--- config.mk ---
export PLATFORM = sky130hd
export DESIGN_NAME = adc_seq_ctrl
export DESIGN_NICKNAME = d
export VERILOG_FILES = /design/src/rtl/adc_seq_pkg.sv /design/src/rtl/adc_trig_detect.sv /design/src/rtl/adc_conv_timing.sv /design/src/rtl/adc_rank_seq.sv /design/src/rtl/adc_result_flags.sv /design/src/rtl/adc_seq_ctrl.sv
export SDC_FILE = /design/constraint.sdc
export NUM_CORES = 1
export LEC_CHECK = 0
export BUFFER_PORTS_ARGS = -buffer_cell sky130_fd_sc_hd__buf_2
export CAP_MARGIN = 20
export CORE_MARGIN = 3
export CORE_UTILIZATION = 45
export CTS_BUF_LIST = sky130_fd_sc_hd__clkbuf_8 sky130_fd_sc_hd__clkbuf_16
export CTS_CLUSTER_DIAMETER = 50
export DETAILED_ROUTE_END_ITERATION = 7
export PLACE_DENSITY = 0.85
export SYNTH_ARGS = -nofsm -noshare
export SYNTH_HDL_FRONTEND = slang
export SYNTH_HIERARCHICAL = 1
export SYNTH_SLANG_ARGS = --single-unit
--- constraint.sdc ---
create_clock -name clk -period 14.2 [get_ports clk]
set_clock_uncertainty 0.15 [all_clocks]
set_input_delay 0.71 -clock clk [delete_from_list [all_inputs] [get_ports clk]]
set_output_delay 0.71 -clock clk [all_outputs]
set_load 0.05 [all_outputs]
--- src/rtl/adc_seq_pkg.sv ---
// Shared constants, enums and timing functions for the rank sequencer.
// Assumes a fixed 3-bit sampling code and a 10-bit cycle count.
package adc_seq_pkg;
    localparam int SMP_W = 3;
    localparam int CYC_W = 10;

    typedef enum logic [1:0] {
        EDGE_OFF  = 2'b00,
        EDGE_RISE = 2'b01,
        EDGE_FALL = 2'b10,
        EDGE_BOTH = 2'b11
    } trig_edge_e;

    typedef enum logic [1:0] {
        ST_IDLE,
        ST_ISSUE,
        ST_WAIT
    } seq_state_e;

    // Sampling time in cycles for a 3-bit code.
    function automatic logic [CYC_W-1:0] sample_cycles(input logic [SMP_W-1:0] code);
        case (code)
            3'd0:    return CYC_W'(3);
            3'd1:    return CYC_W'(15);
            3'd2:    return CYC_W'(28);
            3'd3:    return CYC_W'(56);
            3'd4:    return CYC_W'(84);
            3'd5:    return CYC_W'(112);
            3'd6:    return CYC_W'(144);
            default: return CYC_W'(480);
        endcase
    endfunction

    // Processing time in cycles for a resolution code (12/10/8/6 bits).
    function automatic logic [CYC_W-1:0] proc_cycles(input logic [1:0] res);
        case (res)
            2'd0:    return CYC_W'(12);
            2'd1:    return CYC_W'(11);
            2'd2:    return CYC_W'(9);
            default: return CYC_W'(7);
        endcase
    endfunction
endpackage

--- src/rtl/adc_trig_detect.sv ---
// Turns a software pulse or a selected edge of the external trigger into a
// start request. Assumes ext_trig is already synchronous to clk.
module adc_trig_detect
    import adc_seq_pkg::*;
(
    input  logic       clk,
    input  logic       rst_n,
    input  logic       sw_start,
    input  logic       ext_trig,
    input  logic [1:0] edge_sel,
    output logic       start_req
);
    logic ext_q;
    logic rise, fall, hit;

    // Keep last trigger level for edge detection.
    always_ff @(posedge clk) begin
        if (!rst_n) ext_q <= 1'b0;
        else        ext_q <= ext_trig;
    end

    assign rise = ext_trig & ~ext_q;
    assign fall = ~ext_trig & ext_q;

    // Select which edge counts as a trigger.
    always_comb begin
        case (trig_edge_e'(edge_sel))
            EDGE_RISE: hit = rise;
            EDGE_FALL: hit = fall;
            EDGE_BOTH: hit = rise | fall;
            default:   hit = 1'b0;
        endcase
    end

    assign start_req = sw_start | hit;


    rise_req_chk: assert property (@(posedge clk) disable iff (!rst_n)
        ($rose(ext_trig) && edge_sel == 2'b01) |-> start_req);
endmodule

--- src/rtl/adc_conv_timing.sv ---
// Computes the total conversion time of the channel being issued from its
// per-channel sampling code and the resolution. Purely combinational.
module adc_conv_timing
    import adc_seq_pkg::*;
#(
    parameter int NUM_CH = 19,
    parameter int CHAN_W = 5
) (
    input  logic [NUM_CH*SMP_W-1:0] cfg_chan_smp,
    input  logic [1:0]              cfg_res,
    input  logic [CHAN_W-1:0]       chan,
    output logic [CYC_W-1:0]        cycles
);
    logic [SMP_W-1:0] code_a [NUM_CH];
    logic [SMP_W-1:0] code;

    for (genvar g = 0; g < NUM_CH; g++) begin : g_code
        assign code_a[g] = cfg_chan_smp[g*SMP_W +: SMP_W];
    end

    // Pick the issued channel's code; unknown channels use the shortest time.
    always_comb begin
        code = '0;
        for (int i = 0; i < NUM_CH; i++) begin
            if (chan == CHAN_W'(i)) code = code_a[i];
        end
    end

    assign cycles = sample_cycles(code) + proc_cycles(cfg_res);
endmodule

--- src/rtl/adc_rank_seq.sv ---
// Rank-stepping state machine: accepts starts when idle, issues one rank at a
// time, waits for the converter, and decides between next rank, restart,
// chunk end and list end. Assumes configuration is stable while busy.
module adc_rank_seq
    import adc_seq_pkg::*;
#(
    parameter int MAX_RANKS = 16,
    parameter int MAX_DISC  = 8,
    parameter int CHAN_W    = 5,
    localparam int PTR_W    = $clog2(MAX_RANKS),
    localparam int DISC_W   = $clog2(MAX_DISC)
) (
    input  logic                        clk,
    input  logic                        rst_n,
    input  logic                        cfg_scan_en,
    input  logic                        cfg_cont_en,
    input  logic                        cfg_disc_en,
    input  logic [DISC_W-1:0]           cfg_disc_last,
    input  logic [PTR_W-1:0]            cfg_seq_last,
    input  logic [MAX_RANKS*CHAN_W-1:0] cfg_rank_chan,
    input  logic                        start_req,
    input  logic                        conv_done,
    output logic                        conv_start,
    output logic [CHAN_W-1:0]           conv_chan,
    output logic                        seq_busy,
    output logic                        accept,
    output logic                        res_done,
    output logic                        res_last
);
    seq_state_e        state_q;
    logic [PTR_W-1:0]  ptr_q;
    logic [DISC_W-1:0] chunk_q;
    logic [CHAN_W-1:0] rank_a [MAX_RANKS];
    logic              disc_on, at_last, chunk_full;
    logic [PTR_W-1:0]  last_rank;

    for (genvar g = 0; g < MAX_RANKS; g++) begin : g_rank
        assign rank_a[g] = cfg_rank_chan[g*CHAN_W +: CHAN_W];
    end

    assign disc_on    = cfg_scan_en & ~cfg_cont_en & cfg_disc_en;
    assign last_rank  = cfg_scan_en ? cfg_seq_last : '0;
    assign at_last    = (ptr_q >= last_rank);
    assign chunk_full = disc_on & (chunk_q == cfg_disc_last);
    assign accept     = (state_q == ST_IDLE) & start_req;
    assign res_done   = (state_q == ST_WAIT) & conv_done;
    assign res_last   = at_last;
    assign conv_start = (state_q == ST_ISSUE);
    assign seq_busy   = (state_q != ST_IDLE);

    // Channel of the current rank.
    always_comb begin
        conv_chan = '0;
        for (int i = 0; i < MAX_RANKS; i++) begin
            if (ptr_q == PTR_W'(i)) conv_chan = rank_a[i];
        end
    end

    // State, rank pointer and chunk counter.
    always_ff @(posedge clk) begin
        if (!rst_n) begin
            state_q <= ST_IDLE;
            ptr_q   <= '0;
            chunk_q <= '0;
        end else begin
            case (state_q)
                ST_IDLE: begin
                    if (start_req) begin
                        state_q <= ST_ISSUE;
                        chunk_q <= '0;
                        if (!disc_on) ptr_q <= '0;
                    end
                end
                ST_ISSUE: state_q <= ST_WAIT;
                default: begin
                    if (conv_done) begin
                        chunk_q <= chunk_q + 1'b1;
                        if (at_last) begin
                            ptr_q   <= '0;
                            state_q <= cfg_cont_en ? ST_ISSUE : ST_IDLE;
                        end else begin
                            ptr_q   <= ptr_q + 1'b1;
                            state_q <= chunk_full ? ST_IDLE : ST_ISSUE;
                        end
                    end
                end
            endcase
        end
    end


    start_pulse_chk: assert property (@(posedge clk) disable iff (!rst_n)
        conv_start |=> !conv_start);

    rank_bound_chk: assert property (@(posedge clk) disable iff (!rst_n)
        conv_start |-> (ptr_q <= last_rank));

    scan_off_rank_chk: assert property (@(posedge clk) disable iff (!rst_n)
        (conv_start && !cfg_scan_en) |-> (ptr_q == '0));

    single_pass_chk: assert property (@(posedge clk) disable iff (!rst_n)
        (res_done && at_last && !cfg_cont_en) |=> !seq_busy);

    chunk_stop_chk: assert property (@(posedge clk) disable iff (!rst_n)
        (res_done && chunk_full && !at_last) |=> !seq_busy);
endmodule

--- src/rtl/adc_result_flags.sv ---
// Holds the last result and the end-of-conversion, overrun and start flags.
// Assumes res_done is a single-cycle pulse per completed rank.
module adc_result_flags #(
    parameter int DATA_W = 12
) (
    input  logic              clk,
    input  logic              rst_n,
    input  logic              res_done,
    input  logic              res_last,
    input  logic              cfg_eoc_each,
    input  logic [DATA_W-1:0] conv_data,
    input  logic              data_rd,
    input  logic              ovr_clr,
    input  logic              accept,
    input  logic              strt_clr,
    output logic [DATA_W-1:0] data_out,
    output logic              eoc_flag,
    output logic              ovr_flag,
    output logic              strt_flag
);
    logic unread_q;

    // Capture each completed result.
    always_ff @(posedge clk) begin
        if (!rst_n)        data_out <= '0;
        else if (res_done) data_out <= conv_data;
    end

    // End-of-conversion flag at the selected point, cleared by a read.
    always_ff @(posedge clk) begin
        if (!rst_n)                                     eoc_flag <= 1'b0;
        else if (res_done && (cfg_eoc_each || res_last)) eoc_flag <= 1'b1;
        else if (data_rd)                               eoc_flag <= 1'b0;
    end

    // Track whether the held result has been read.
    always_ff @(posedge clk) begin
        if (!rst_n)        unread_q <= 1'b0;
        else if (res_done) unread_q <= 1'b1;
        else if (data_rd)  unread_q <= 1'b0;
    end

    // Sticky overrun flag.
    always_ff @(posedge clk) begin
        if (!rst_n)                              ovr_flag <= 1'b0;
        else if (res_done && unread_q && !data_rd) ovr_flag <= 1'b1;
        else if (ovr_clr)                        ovr_flag <= 1'b0;
    end

    // Start-accepted flag.
    always_ff @(posedge clk) begin
        if (!rst_n)        strt_flag <= 1'b0;
        else if (accept)   strt_flag <= 1'b1;
        else if (strt_clr) strt_flag <= 1'b0;
    end


    ovr_set_chk: assert property (@(posedge clk) disable iff (!rst_n)
        (res_done && unread_q && !data_rd) |=> ovr_flag);

    ovr_hold_chk: assert property (@(posedge clk) disable iff (!rst_n)
        (ovr_flag && !ovr_clr) |=> ovr_flag);

    eoc_clr_chk: assert property (@(posedge clk) disable iff (!rst_n)
        (data_rd && !res_done) |=> !eoc_flag);

    strt_set_chk: assert property (@(posedge clk) disable iff (!rst_n)
        accept |=> strt_flag);
endmodule

--- src/rtl/adc_seq_ctrl.sv ---
// Top of the converter rank sequencer: trigger detection, rank stepping,
// conversion timing and result flags. The analog converter sits outside,
// behind a conv_start / conv_done handshake.
module adc_seq_ctrl
    import adc_seq_pkg::*;
#(
    parameter int MAX_RANKS = 16,
    parameter int MAX_DISC  = 8,
    parameter int NUM_CH    = 19,
    parameter int CHAN_W    = 5,
    parameter int DATA_W    = 12,
    localparam int PTR_W    = $clog2(MAX_RANKS),
    localparam int DISC_W   = $clog2(MAX_DISC)
) (
    input  logic                        clk,
    input  logic                        rst_n,
    input  logic                        cfg_scan_en,
    input  logic                        cfg_cont_en,
    input  logic                        cfg_disc_en,
    input  logic [DISC_W-1:0]           cfg_disc_last,
    input  logic [PTR_W-1:0]            cfg_seq_last,
    input  logic [1:0]                  cfg_trig_edge,
    input  logic                        cfg_eoc_each,
    input  logic [1:0]                  cfg_res,
    input  logic [MAX_RANKS*CHAN_W-1:0] cfg_rank_chan,
    input  logic [NUM_CH*SMP_W-1:0]     cfg_chan_smp,
    input  logic                        sw_start,
    input  logic                        ext_trig,
    output logic                        conv_start,
    output logic [CHAN_W-1:0]           conv_chan,
    output logic [CYC_W-1:0]            conv_cycles,
    input  logic                        conv_done,
    input  logic [DATA_W-1:0]           conv_data,
    output logic [DATA_W-1:0]           data_out,
    input  logic                        data_rd,
    output logic                        eoc_flag,
    output logic                        ovr_flag,
    input  logic                        ovr_clr,
    output logic                        strt_flag,
    input  logic                        strt_clr,
    output logic                        seq_busy
);
    logic start_req, accept, res_done, res_last;

    adc_trig_detect u_trig (
        .clk       (clk),
        .rst_n     (rst_n),
        .sw_start  (sw_start),
        .ext_trig  (ext_trig),
        .edge_sel  (cfg_trig_edge),
        .start_req (start_req)
    );

    adc_rank_seq #(
        .MAX_RANKS (MAX_RANKS),
        .MAX_DISC  (MAX_DISC),
        .CHAN_W    (CHAN_W)
    ) u_seq (
        .clk           (clk),
        .rst_n         (rst_n),
        .cfg_scan_en   (cfg_scan_en),
        .cfg_cont_en   (cfg_cont_en),
        .cfg_disc_en   (cfg_disc_en),
        .cfg_disc_last (cfg_disc_last),
        .cfg_seq_last  (cfg_seq_last),
        .cfg_rank_chan (cfg_rank_chan),
        .start_req     (start_req),
        .conv_done     (conv_done),
        .conv_start    (conv_start),
        .conv_chan     (conv_chan),
        .seq_busy      (seq_busy),
        .accept        (accept),
        .res_done      (res_done),
        .res_last      (res_last)
    );

    adc_conv_timing #(
        .NUM_CH (NUM_CH),
        .CHAN_W (CHAN_W)
    ) u_timing (
        .cfg_chan_smp (cfg_chan_smp),
        .cfg_res      (cfg_res),
        .chan         (conv_chan),
        .cycles       (conv_cycles)
    );

    adc_result_flags #(
        .DATA_W (DATA_W)
    ) u_flags (
        .clk          (clk),
        .rst_n        (rst_n),
        .res_done     (res_done),
        .res_last     (res_last),
        .cfg_eoc_each (cfg_eoc_each),
        .conv_data    (conv_data),
        .data_rd      (data_rd),
        .ovr_clr      (ovr_clr),
        .accept       (accept),
        .strt_clr     (strt_clr),
        .data_out     (data_out),
        .eoc_flag     (eoc_flag),
        .ovr_flag     (ovr_flag),
        .strt_flag    (strt_flag)
    );
endmodule

[After elaboration in Yosys (flattened, before gate mapping)]
Index checks and enable logic that the tools add are counted.
Operators by class
  add/subtract/negate cells: 3
  multipliers: 0
  divide/modulo/power cells: 0
  order comparisons: 1
  equality and inequality tests: 49
  shift-type cells: 0
  mux-type cells: 60
  bitwise operators: 13
  reduce and logical (&&, ||, !) cells: 20
Operators by type and width (count)
  $mux 5: 16
  $mux 3: 21
  $pmux 9 s7: 1
  $eq 5x4->1 const B: 8
  $eq 4x4->1 const B: 8
  $eq 5x3->1 const B: 4
  $mux 4: 5
  $eq 4x3->1 const B: 4
  $eq 5x5->1 const B: 3
  $pmux 4 s3: 1
  $reduce_bool 2->1: 6
  $add 9x4->10: 1
  $eq 5x2->1 const B: 2
  $eq 3x3->1 const B: 3
  $mux 1: 9
  $eq 2x2->1 const B: 4
  $eq 4x2->1 const B: 2
  $pmux 4 s2: 1
  $and 1x1->1: 7
  $eq 2x1->1 const B: 3
  $eq 3x2->1 const B: 2
  $mux 2: 3
  $pmux 3 s2: 1
  $eq 5x1->1 const B: 1
  23 further kinds: 30
Word-level totals
  register bits: 26
  latch bits: 0
  bits in writable memories: 0
  memory bits (read-only): 0
  input bits: 172
  logic and storage cells: 155
  memories kept: 0

[Longest topological paths before layout]
Gate-level depths: netlist (run 1).
  word-level depth: 40
  gate-level depth with buffers: 27
  gate-level depth less buffers: 23

[Cells and area by module]
The synthesis (run 1) kept the hierarchy.
Modules (own cells, without submodules)
  adc_rank_seq: instances 1, cells an instance 232, area each 1544.0 µm², sequential area each 180.2 µm²
  adc_conv_timing: instances 1, cells an instance 176, area each 1247.4 µm², sequential area each 0.0 µm²
  adc_result_flags: instances 1, cells an instance 52, area each 615.6 µm², sequential area each 320.3 µm²
  adc_trig_detect: instances 1, cells an instance 11, area each 87.6 µm², sequential area each 20.0 µm²

[Least setup slack after synthesis (run 1)]
Ideal clock, no wire load.
  path type: register -> output
  start point: register u_seq.ptr_q[1]
  end point: output conv_cycles[4]
  data arrival time: 6.149 ns
  required time: 13.340 ns
  path slack: 7.191 ns
  stages on the path, launching flop included: 26
  cells stage by stage: dfxtp_1 > inv_1 > ha_1 > buf_2 > inv_1 > clkbuf_1 > o21ai_0 > nor3_1 > nor3_1 > o21ai_0 > buf_6 > clkbuf_1 > o21ai_0 > a221o_1 > o221ai_2 > nand2_1 > inv_1 > ha_1 > inv_1 > fa_1 > inv_1 > a21o_1 > a21oi_1 > inv_1 > nor2_1 > a221oi_2
Between the ends
  cells in the longest elaborated chain, start to end: 40
  elaborated cells on any way between the ends: 79
Ends and longest elaborated chain
  start, declared: RTL line adc_rank_seq.sv:31  | logic [PTR_W-1:0] ptr_q;
  start signal, assigned: RTL line adc_rank_seq.sv:82  | ptr_q <= ptr_q + 1'b1;
  $logic_not 4->1: RTL line adc_rank_seq.sv:55  | if (ptr_q == PTR_W'(i)) conv_chan = rank_a[i];
  $mux 5 (15 in a row): RTL line adc_rank_seq.sv:55
  $mux 5 *: RTL line adc_rank_seq.sv:55
  via conv_chan[1]: RTL line adc_seq_ctrl.sv:30  | output logic [CHAN_W-1:0] conv_chan,
  $logic_not 5->1: RTL line adc_conv_timing.sv:25  | if (chan == CHAN_W'(i)) code = code_a[i];
  $mux 3 (18 in a row): RTL line adc_conv_timing.sv:25
  $mux 3 *: RTL line adc_conv_timing.sv:25
  $eq 3x3->1 (tied with other cells): RTL line adc_seq_pkg.sv:22  | case (code)
  $pmux 9 s7 *: RTL line adc_seq_pkg.sv:22
  $add 9x4->10 *: RTL line adc_conv_timing.sv:29  | assign cycles = sample_cycles(code) + proc_cycles(cfg_res);
  end, declared: RTL line adc_seq_ctrl.sv:31  | output logic [CYC_W-1:0] conv_cycles,
Mark *: on every way through the listed nets, which the timed path passes. The rest lies on a longest branch.

[Worst setup path after layout (run 1)]
  start point: register u_seq.ptr_q[0]
  end point: output conv_cycles[4]
Between the ends
  cells in the longest elaborated chain, start to end: 40
  elaborated cells on any way between the ends: 79
Ends and longest elaborated chain (RTL line)
  $logic_not 4->1: adc_rank_seq.sv:55
  $mux 5 (15 in a row): adc_rank_seq.sv:55
  $mux 5 *: adc_rank_seq.sv:55
  $logic_not 5->1: adc_conv_timing.sv:25
  $mux 3 (18 in a row): adc_conv_timing.sv:25
  $mux 3 *: adc_conv_timing.sv:25
  $eq 3x3->1 (tied with other cells): adc_seq_pkg.sv:22
  $pmux 9 s7 *: adc_seq_pkg.sv:22
  $add 9x4->10 *: adc_conv_timing.sv:29
Mark *: on every way between the ends. The rest lies on a longest branch, timed or not.

==> results of run 1 <==
==> stage by stage <==
| step | worst slack (ns) | utilization | instances | hold WS, ns | area [sq um] |
|---|---|---|---|---|---|
| after CTS | 6.920 | 0.6124 | 749 | 0.3364 | 4537 |
| after global placement | 7.593 | 0.6050 | 745 | 0.3095 | 4482 |
| final | 6.855 | 0.6127 | 750 | 0.3329 | 4539 |
| after floorplan | 7.191 | - | 471 | 0.3327 | 3495 |
| after global routing | 6.325 | 0.6127 | 750 | 0.3789 | 4539 |
| after detailed placement | 7.247 | 0.6050 | 745 | 0.3195 | 4482 |
==> per-layer routing <==
metal  global-route usage  up-vias  share of wire
met1               0.3889     2041           0.40
li1                     -     2118              -
met4              0.07461        0          0.014
met3              0.07212       20           0.12
met2               0.4713      302           0.47
met5                    0        -              0
==> power groups by stage <==
stage	Combinational (uW)	Clock [uW]	Sequential, uW
finish	257	46.8	78.9
global route	275	51.9	79.2
CTS	254	48.5	78.8
detailed placement	254	0	80.2
global placement	250	0	80.1
floorplan	178	0	86.8
==> flip-flops by register name, indices dropped and copies added (netlist names) <==
signal and cells:
u_flags/data_out 12, u_seq/ptr_q 4, u_seq/chunk_q 3, u_seq/state_q 2
u_flags/eoc_flag 1, u_flags/ovr_flag 1, u_flags/strt_flag 1, u_flags/unread_q 1
u_trig/ext_q 1
==> layout make-up <==
class / instances / area [sq um]
inverters: 36 / 135.1
fillers: 728 / 2869
flip-flops and latches: 26 / 520.5
repair buffers: 208 / 1056
multi-input cells: 376 / 2646
clock buffers: 4 / 55.05
diodes: 1 / 2.502
well taps: 99 / 123.9
==> cells in the final DEF (no fill, tap or decap), types with 5 or more instances in the layout <==
cell and instances:
buf_2 202, inv_1 33, nand2_1 31, nor2_1 30, a21oi_1 29, dfxtp_1 26, nand3_1 20, o21ai_0 20
nor2b_1 19, ha_1 18, mux2i_1 17, nor3_1 15, o22ai_1 13, nand2b_1 12, a221oi_1 10, o221ai_1 9
a31oi_1 8, buf_4 6, and2_1 6, o21a_1 5, nand3b_1 5, a22oi_1 5, and3_1 5, a21o_1 5
a32oi_1 5
==> worst max-delay path: stages, from the launching register on <==
cell and delay, ns:
dfxtp_1 0.42, inv_1 0.11, ha_1 0.45, nor2_1 0.51
o311ai_0 0.28, a211oi_1 0.37, nor3_1 0.13, a21oi_2 0.15
buf_4 0.34, and2b_1 0.30, a22oi_1 0.24, o32ai_1 0.13
a221o_1 0.38, o221ai_2 0.39, nand2_1 0.20, inv_1 0.13
ha_1 0.19, inv_1 0.06, fa_1 0.40, inv_1 0.07
a21o_1 0.10, a21oi_1 0.11, inv_1 0.10, nor2_1 0.05
a221oi_2 0.27, buf_2 0.30
==> worst paths after layout <==
check                           startpoint                             to  slack, ns  depth (start not counted)
max            u_seq/ptr_q[0]$_SDFFE_PN0P_                 conv_cycles[4]       6.85                         25
min          u_flags/eoc_flag$_SDFFE_PN0P_  u_flags/eoc_flag$_SDFFE_PN0P_       0.33                          2
max reg2reg    u_seq/ptr_q[2]$_SDFFE_PN0P_    u_seq/ptr_q[1]$_SDFFE_PN0P_      11.65                          5
min reg2reg  u_flags/eoc_flag$_SDFFE_PN0P_  u_flags/eoc_flag$_SDFFE_PN0P_       0.33                          2
==> cells by family after synthesis <==
| family | synth area share |
|---|---|
| adder cells (fa/ha/maj) | 0.07018 |
| buffers and inverters | 0.09595 |
| multiplexers | 0.06265 |
| XOR/XNOR | 0.01754 |
| flip-flops | 0.1489 |
| other | 0.001073 |
| AND/OR/NAND/NOR | 0.2685 |
| AO/OA/AOI/OAI | 0.3351 |
==> impl_results.md, run 1 <==
- Largest net degree at the start of global routing: 37
- Root Buffer: clkbuf_8
- Synth Register Bits: 26
- Leading area contributor after synthesis: dfxtp_1
- Post-CTS setup buffer count: 0
- Die height: 94.13 um
- Row Count: 31
- I/O pin count: roughly 200
- PwrDens: 84.28 mW/mm^2
- Maxcap violations: 0
- Final setup vio count: 0
- Total GRT Usage: 0.2924
- CTS resizes: 0
- DR WL/cell: between 15 and 20 um
- Peak supply drop: 0.07058 mV
- Die area: 0.008860 sq mm
- Share of layout cells above drive strength 1: 0.3692
- Status: finished, final reports clean
- Ys Warns: 6
- Commonest cells post-synth: 33 x inv_1, 31 x nand2_1, 30 x a21oi_1, 30 x nor2_1, 26 x dfxtp_1
- Post-DP HPWL: 11.04 mm
- Critical-path maximum fanout: 36
- Fmax achieved: ~0.14 GHz
- Longest Clk Path Bufs: 2
- Hold Path Class: reg2reg
- NumNets Final: 842
- Avg Synthesized Cell Area: 7.420 sq um
- Power Total: 382.6 uW
- Worst-path clk slew: 0.08 ns
- DR DRC count: 0
- Antenna violations before repair: 1
- Sequential share of the synthesized area: 0.1489
- Pint: 187.2 uW
- Via density: 5.975
- Worst setup EP type: primary output
- Most frequent cell after synthesis: inv_1
- Fin crit share: 0.5173
- Final WL: 13.83 mm
- Net Sw Power: 195.4 uW
- Leakage: 0.002150 uW
- TNS Setup: 0 ns
- Worst endpoint required time: 13.34 ns
- Yosys top cell area share: 0.1489
- Total number of vias: 4481
- Routed Antenna Nets: 0
- Reg power frac: 0.206
- Net Count, Synth: ~660
- Drt pass-1 iters: 5
- Vias in the first global route: roughly 4.3k
- CP Data Arrival Time: between 6 and 7 ns
- Worst-Margin Slew: ~0.94 ns
- Final Critical Period: 7.345 ns
- Startpoint types: register
- # clock sinks: 26
- First-pass GRT wire length: approximately 21 mm
- Synth Cell Area: ~0.0035 sq mm
- Cell variety after synth: 81
- Port Buf Inserts: 202
- Net Sw Frac: 0.5108
- FFs w/ async S/R, synth: 0
- Grt total ovfl: 0
- Count of pins over their slew limit: 0
- Initial core utilization: 0.4717
- Hold buffer count at cts: 0
- CTS buffer count: 3
- Final hold vios: 0
- Routability cong.: 1.015
- EDFF count, synth: 0
- Syn Inst Count: 471
- Area grow syn2layout: 29.90%
- RSZ-0062 raised after global routing: false
- Area of the core: 0.007408 sq mm
- Ranking of synthesized cells by area: dfxtp_1 15%, ha_1 6.4%, mux2i_1 4.9%
- Critical path class: reg2out
- Die X: about 94 um
- Clock Latency Late Sink: 0.27 ns
- DR iter-0 viols: 417
- Clock power frac: 0.122
- CTS tree: yes
- Max-slew headroom: 0.3699
- H-tree depth: 1
- Ys flop type: dfxtp_1
- Combinational power share: 0.671
Note: power is estimated with default switching activity, not from simulation.
==> run 2, diff against run 1 <==
--- a/config.mk
+++ b/config.mk
@@ -8,11 +8,11 @@
 export BUFFER_PORTS_ARGS = -buffer_cell sky130_fd_sc_hd__buf_2
 export CAP_MARGIN = 20
 export CORE_MARGIN = 3
-export CORE_UTILIZATION = 45
+export CORE_UTILIZATION = 41
 export CTS_BUF_LIST = sky130_fd_sc_hd__clkbuf_8 sky130_fd_sc_hd__clkbuf_16
 export CTS_CLUSTER_DIAMETER = 50
 export DETAILED_ROUTE_END_ITERATION = 7
-export PLACE_DENSITY = 0.85
+export PLACE_DENSITY = 0.82
 export SYNTH_ARGS = -nofsm -noshare
 export SYNTH_HDL_FRONTEND = slang
 export SYNTH_HIERARCHICAL = 1
==> constraint.sdc (replaced) <==
create_clock -name clk -period 6.37 [get_ports clk]
set_clock_uncertainty 0.15 [all_clocks]
set_input_delay 0.3185 -clock clk [delete_from_list [all_inputs] [get_ports clk]]
set_output_delay 0.3185 -clock clk [all_outputs]
set_load 0.05 [all_outputs]
==> run 2 against run 1 <==
Routed wire length rose by 0.38%. Sequential cell count is the same. Non-clock buffer count increased by 19. Critical path depth shrank 4. Cell count rose by 3.2%. Hold slack lost 0.21 ns. Die area grew 9.1%. Register-to-register slack got worse by 7.7 ns. Critical path type unchanged.
==> impl_results.md, run 2 (synthesis gave the netlist of run 1 again) <==
- Status: finished, final reports clean
- Combinational power share: 0.676
- Filler cells: 782
- Final Critical Period: 6.015 ns
- Max reg flops: 12
- Critical path class: reg2out
- Longest Clk Path Bufs: 2
- Routed Antenna Nets: 0
- Row Count: 33
- Die X: 98.32 um
- Crit-path slowest cell: dfxtp_1
- Power Total: 877.1 uW
- Vias in the first global route: between 4k and 5k
- First-pass GRT wire length: 21.45 mm
- Most common cell after layout, fill and taps aside: buf_2
- Share of layout cells above drive strength 1: 0.4111
- PwrDens: 183.3 mW/mm^2
- Leakage: 0.002251 uW
- Hold path startpoint: ext_trig
- CP bufs+invs: 4
- Antenna violations before repair: 2
- Worst stage delay on the critical path: 0.56 ns
- Worst path top cell family by delay: compound AO/OA/AOI/OAI gates
- Largest Register: u_flags/data_out
- Reg-to-reg slack, setup: 3.96 ns
- Setup WS post-layout: 0.3554 ns
- Area grow syn2layout: 36.91%
- Worst setup EP type: primary output
- Net Sw Power: 439.1 uW
- H-tree depth: 1
- Final WL: 13.88 mm
- Startpoint types: register
- Critical-path maximum fanout: 20
- Hold Path Class: in2reg
- CTS buffer count: 3
- I/O pin count: 204
- Clock power frac: 0.123
- Worst hold path endpoint: u_trig/ext_q$_SDFF_PN0_
- Reg power frac: 0.201
- DR WL/cell: 17.94 um
- Post-DP HPWL: 10.99 mm
- CTS tree: yes
- Fmax achieved: ~0.17 GHz
- Routability cong.: 1.025
- Area of the core: between 0.008 and 0.009 sq mm
- CP Data Arrival Time: 5.55 ns
- Total GRT Usage: 0.2607
- Worst-Margin Slew: 0.7673 ns
- Pre-CTS setup slack: 0.2436 ns
- DR iter-0 viols: 450
- Die area: between 0.009 and 0.01 sq mm
- DR DRC count: 0
- Die height: a little under 100 um
- Antenna Cells: 0
- Pint: 438.0 uW
- Port Buf Inserts: 202
- Worst endpoint required time: between 5 and 6 ns
- Worst-path clk slew: around 0.090 ns
- Total number of vias: 4649
- Worst r2r path cells: 5
- Max-slew headroom: 0.4878
- Largest net degree at the start of global routing: 30
- Initial core utilization: 0.4232
- Via density: 6.006
- Worst-path cell chain: or3_1 > a221o_1 > a221oi_1 > o31ai_1 > a32oi_1 > buf_4 > and2b_4 > a32oi_1 > o32ai_1 > a221o_1 > o221ai_2 > buf_4 > xnor2_1 > o21ai_0 > ha_1 > a21oi_1 > inv_1 > a21oi_1 > a211o_1 > and3_1 > buf_2
- Worst hold path cell count: 2
- Worst reg2reg path startpoint: u_seq/ptr_q[2]$_SDFFE_PN0P_
- Top Registers: u_flags/data_out: 12 flops, u_seq/ptr_q: 4 flops, u_seq/chunk_q: 3 flops
- Clock Latency Late Sink: 0.28 ns
- Final hold vios: 0
- Maxcap violations: 0
- Count of pins over their slew limit: 0
- Peak supply drop: 0.1411 mV
- Fin crit share: 0.9442
- Root Buffer: clkbuf_8
- Reg2reg end: u_seq/ptr_q[1]$_SDFFE_PN0P_
- Drt pass-1 iters: 5
- Net Sw Frac: 0.5006
- Grt total ovfl: 0
- # clock sinks: 26
- Final setup vio count: 0
- NumNets Final: 861
- Most frequent cells in the layout: 201 x buf_2, 33 x inv_1, 31 x nand2_1
-- run 2: cell types whose count changed in the layout (fill, tap and decap cells not counted), sizes merged --
cell and delta:
buf +19, diode -1
-- run 2: power by group through the flow --
stage               combinational [uW]  sequential, uW  clock, uW
floorplan                          398             194          0
global placement                   551             179          0
detailed placement                 561             179          0
CTS                                564             176        110
global route                       633             177        114
finish                             593             176        108
-- run 2: through the flow --
step	std cells	util	hold slack, ns	instance area [sq um]	TNS, ns
floorplan	471	-	0.2902	3495	0
global placement	762	0.5536	0.3445	4572	0
detailed placement	762	0.5536	0.3489	4572	0
CTS	766	0.5633	0.1168	4652	0
global route	774	0.5794	0.1433	4785	-0.03691
finish	774	0.5794	0.1220	4785	0
-- run 2: worst max path at each step --
stage / start / endpoint / depth (start not counted)
5_1_grt: u_seq/ptr_q[0]$_SDFFE_PN0P_ / conv_cycles[4] / 26
3_3_place_gp: u_seq/ptr_q[0]$_SDFFE_PN0P_ / conv_cycles[4] / 24
4_1_cts: u_seq/ptr_q[0]$_SDFFE_PN0P_ / conv_cycles[4] / 23
3_5_place_dp: u_seq/ptr_q[0]$_SDFFE_PN0P_ / conv_cycles[4] / 23
2_1_floorplan: u_seq/ptr_q[0]$_SDFFE_PN0P_ / conv_cycles[4] / 24
6_report: u_seq/ptr_q[2]$_SDFFE_PN0P_ / conv_cycles[5] / 21
-- run 2: layout make-up --
class	count	area, sq um	area share
Inverter	36	135.1	0.02824
Tap cell	105	131.4	0.02746
Sequential cell	26	523.0	0.1093
Clock buffer	4	55.05	0.01151
Timing Repair Buffer	227	1201	0.2510
Multi-Input combinational cell	376	2739	0.5724
-- run 2: worst reg2reg max path, stage by stage (launching register included) --
cell and delay, ns:
dfxtp_1 0.83, ha_1 0.35, o21ai_0 0.20, a21oi_2 0.16, or4b_1 0.52, a21boi_1 0.14
-- run 2: timing repair --
item,in CTS,in global routing
pin swaps,0,5
cloned,0,0
hold buffers,0,0
setup endpoints to repair,2,5
gates resized for setup,4,19
setup buffers,0,8
-- run 2: routing by layer --
layer  wire (um)  vias up  GRT usage
met5          27        -          0
met4         319        4    0.07143
met1        5404     2112     0.3466
li1            -     2149          -
met2        6436      345     0.4316
met3        1696       39    0.04929
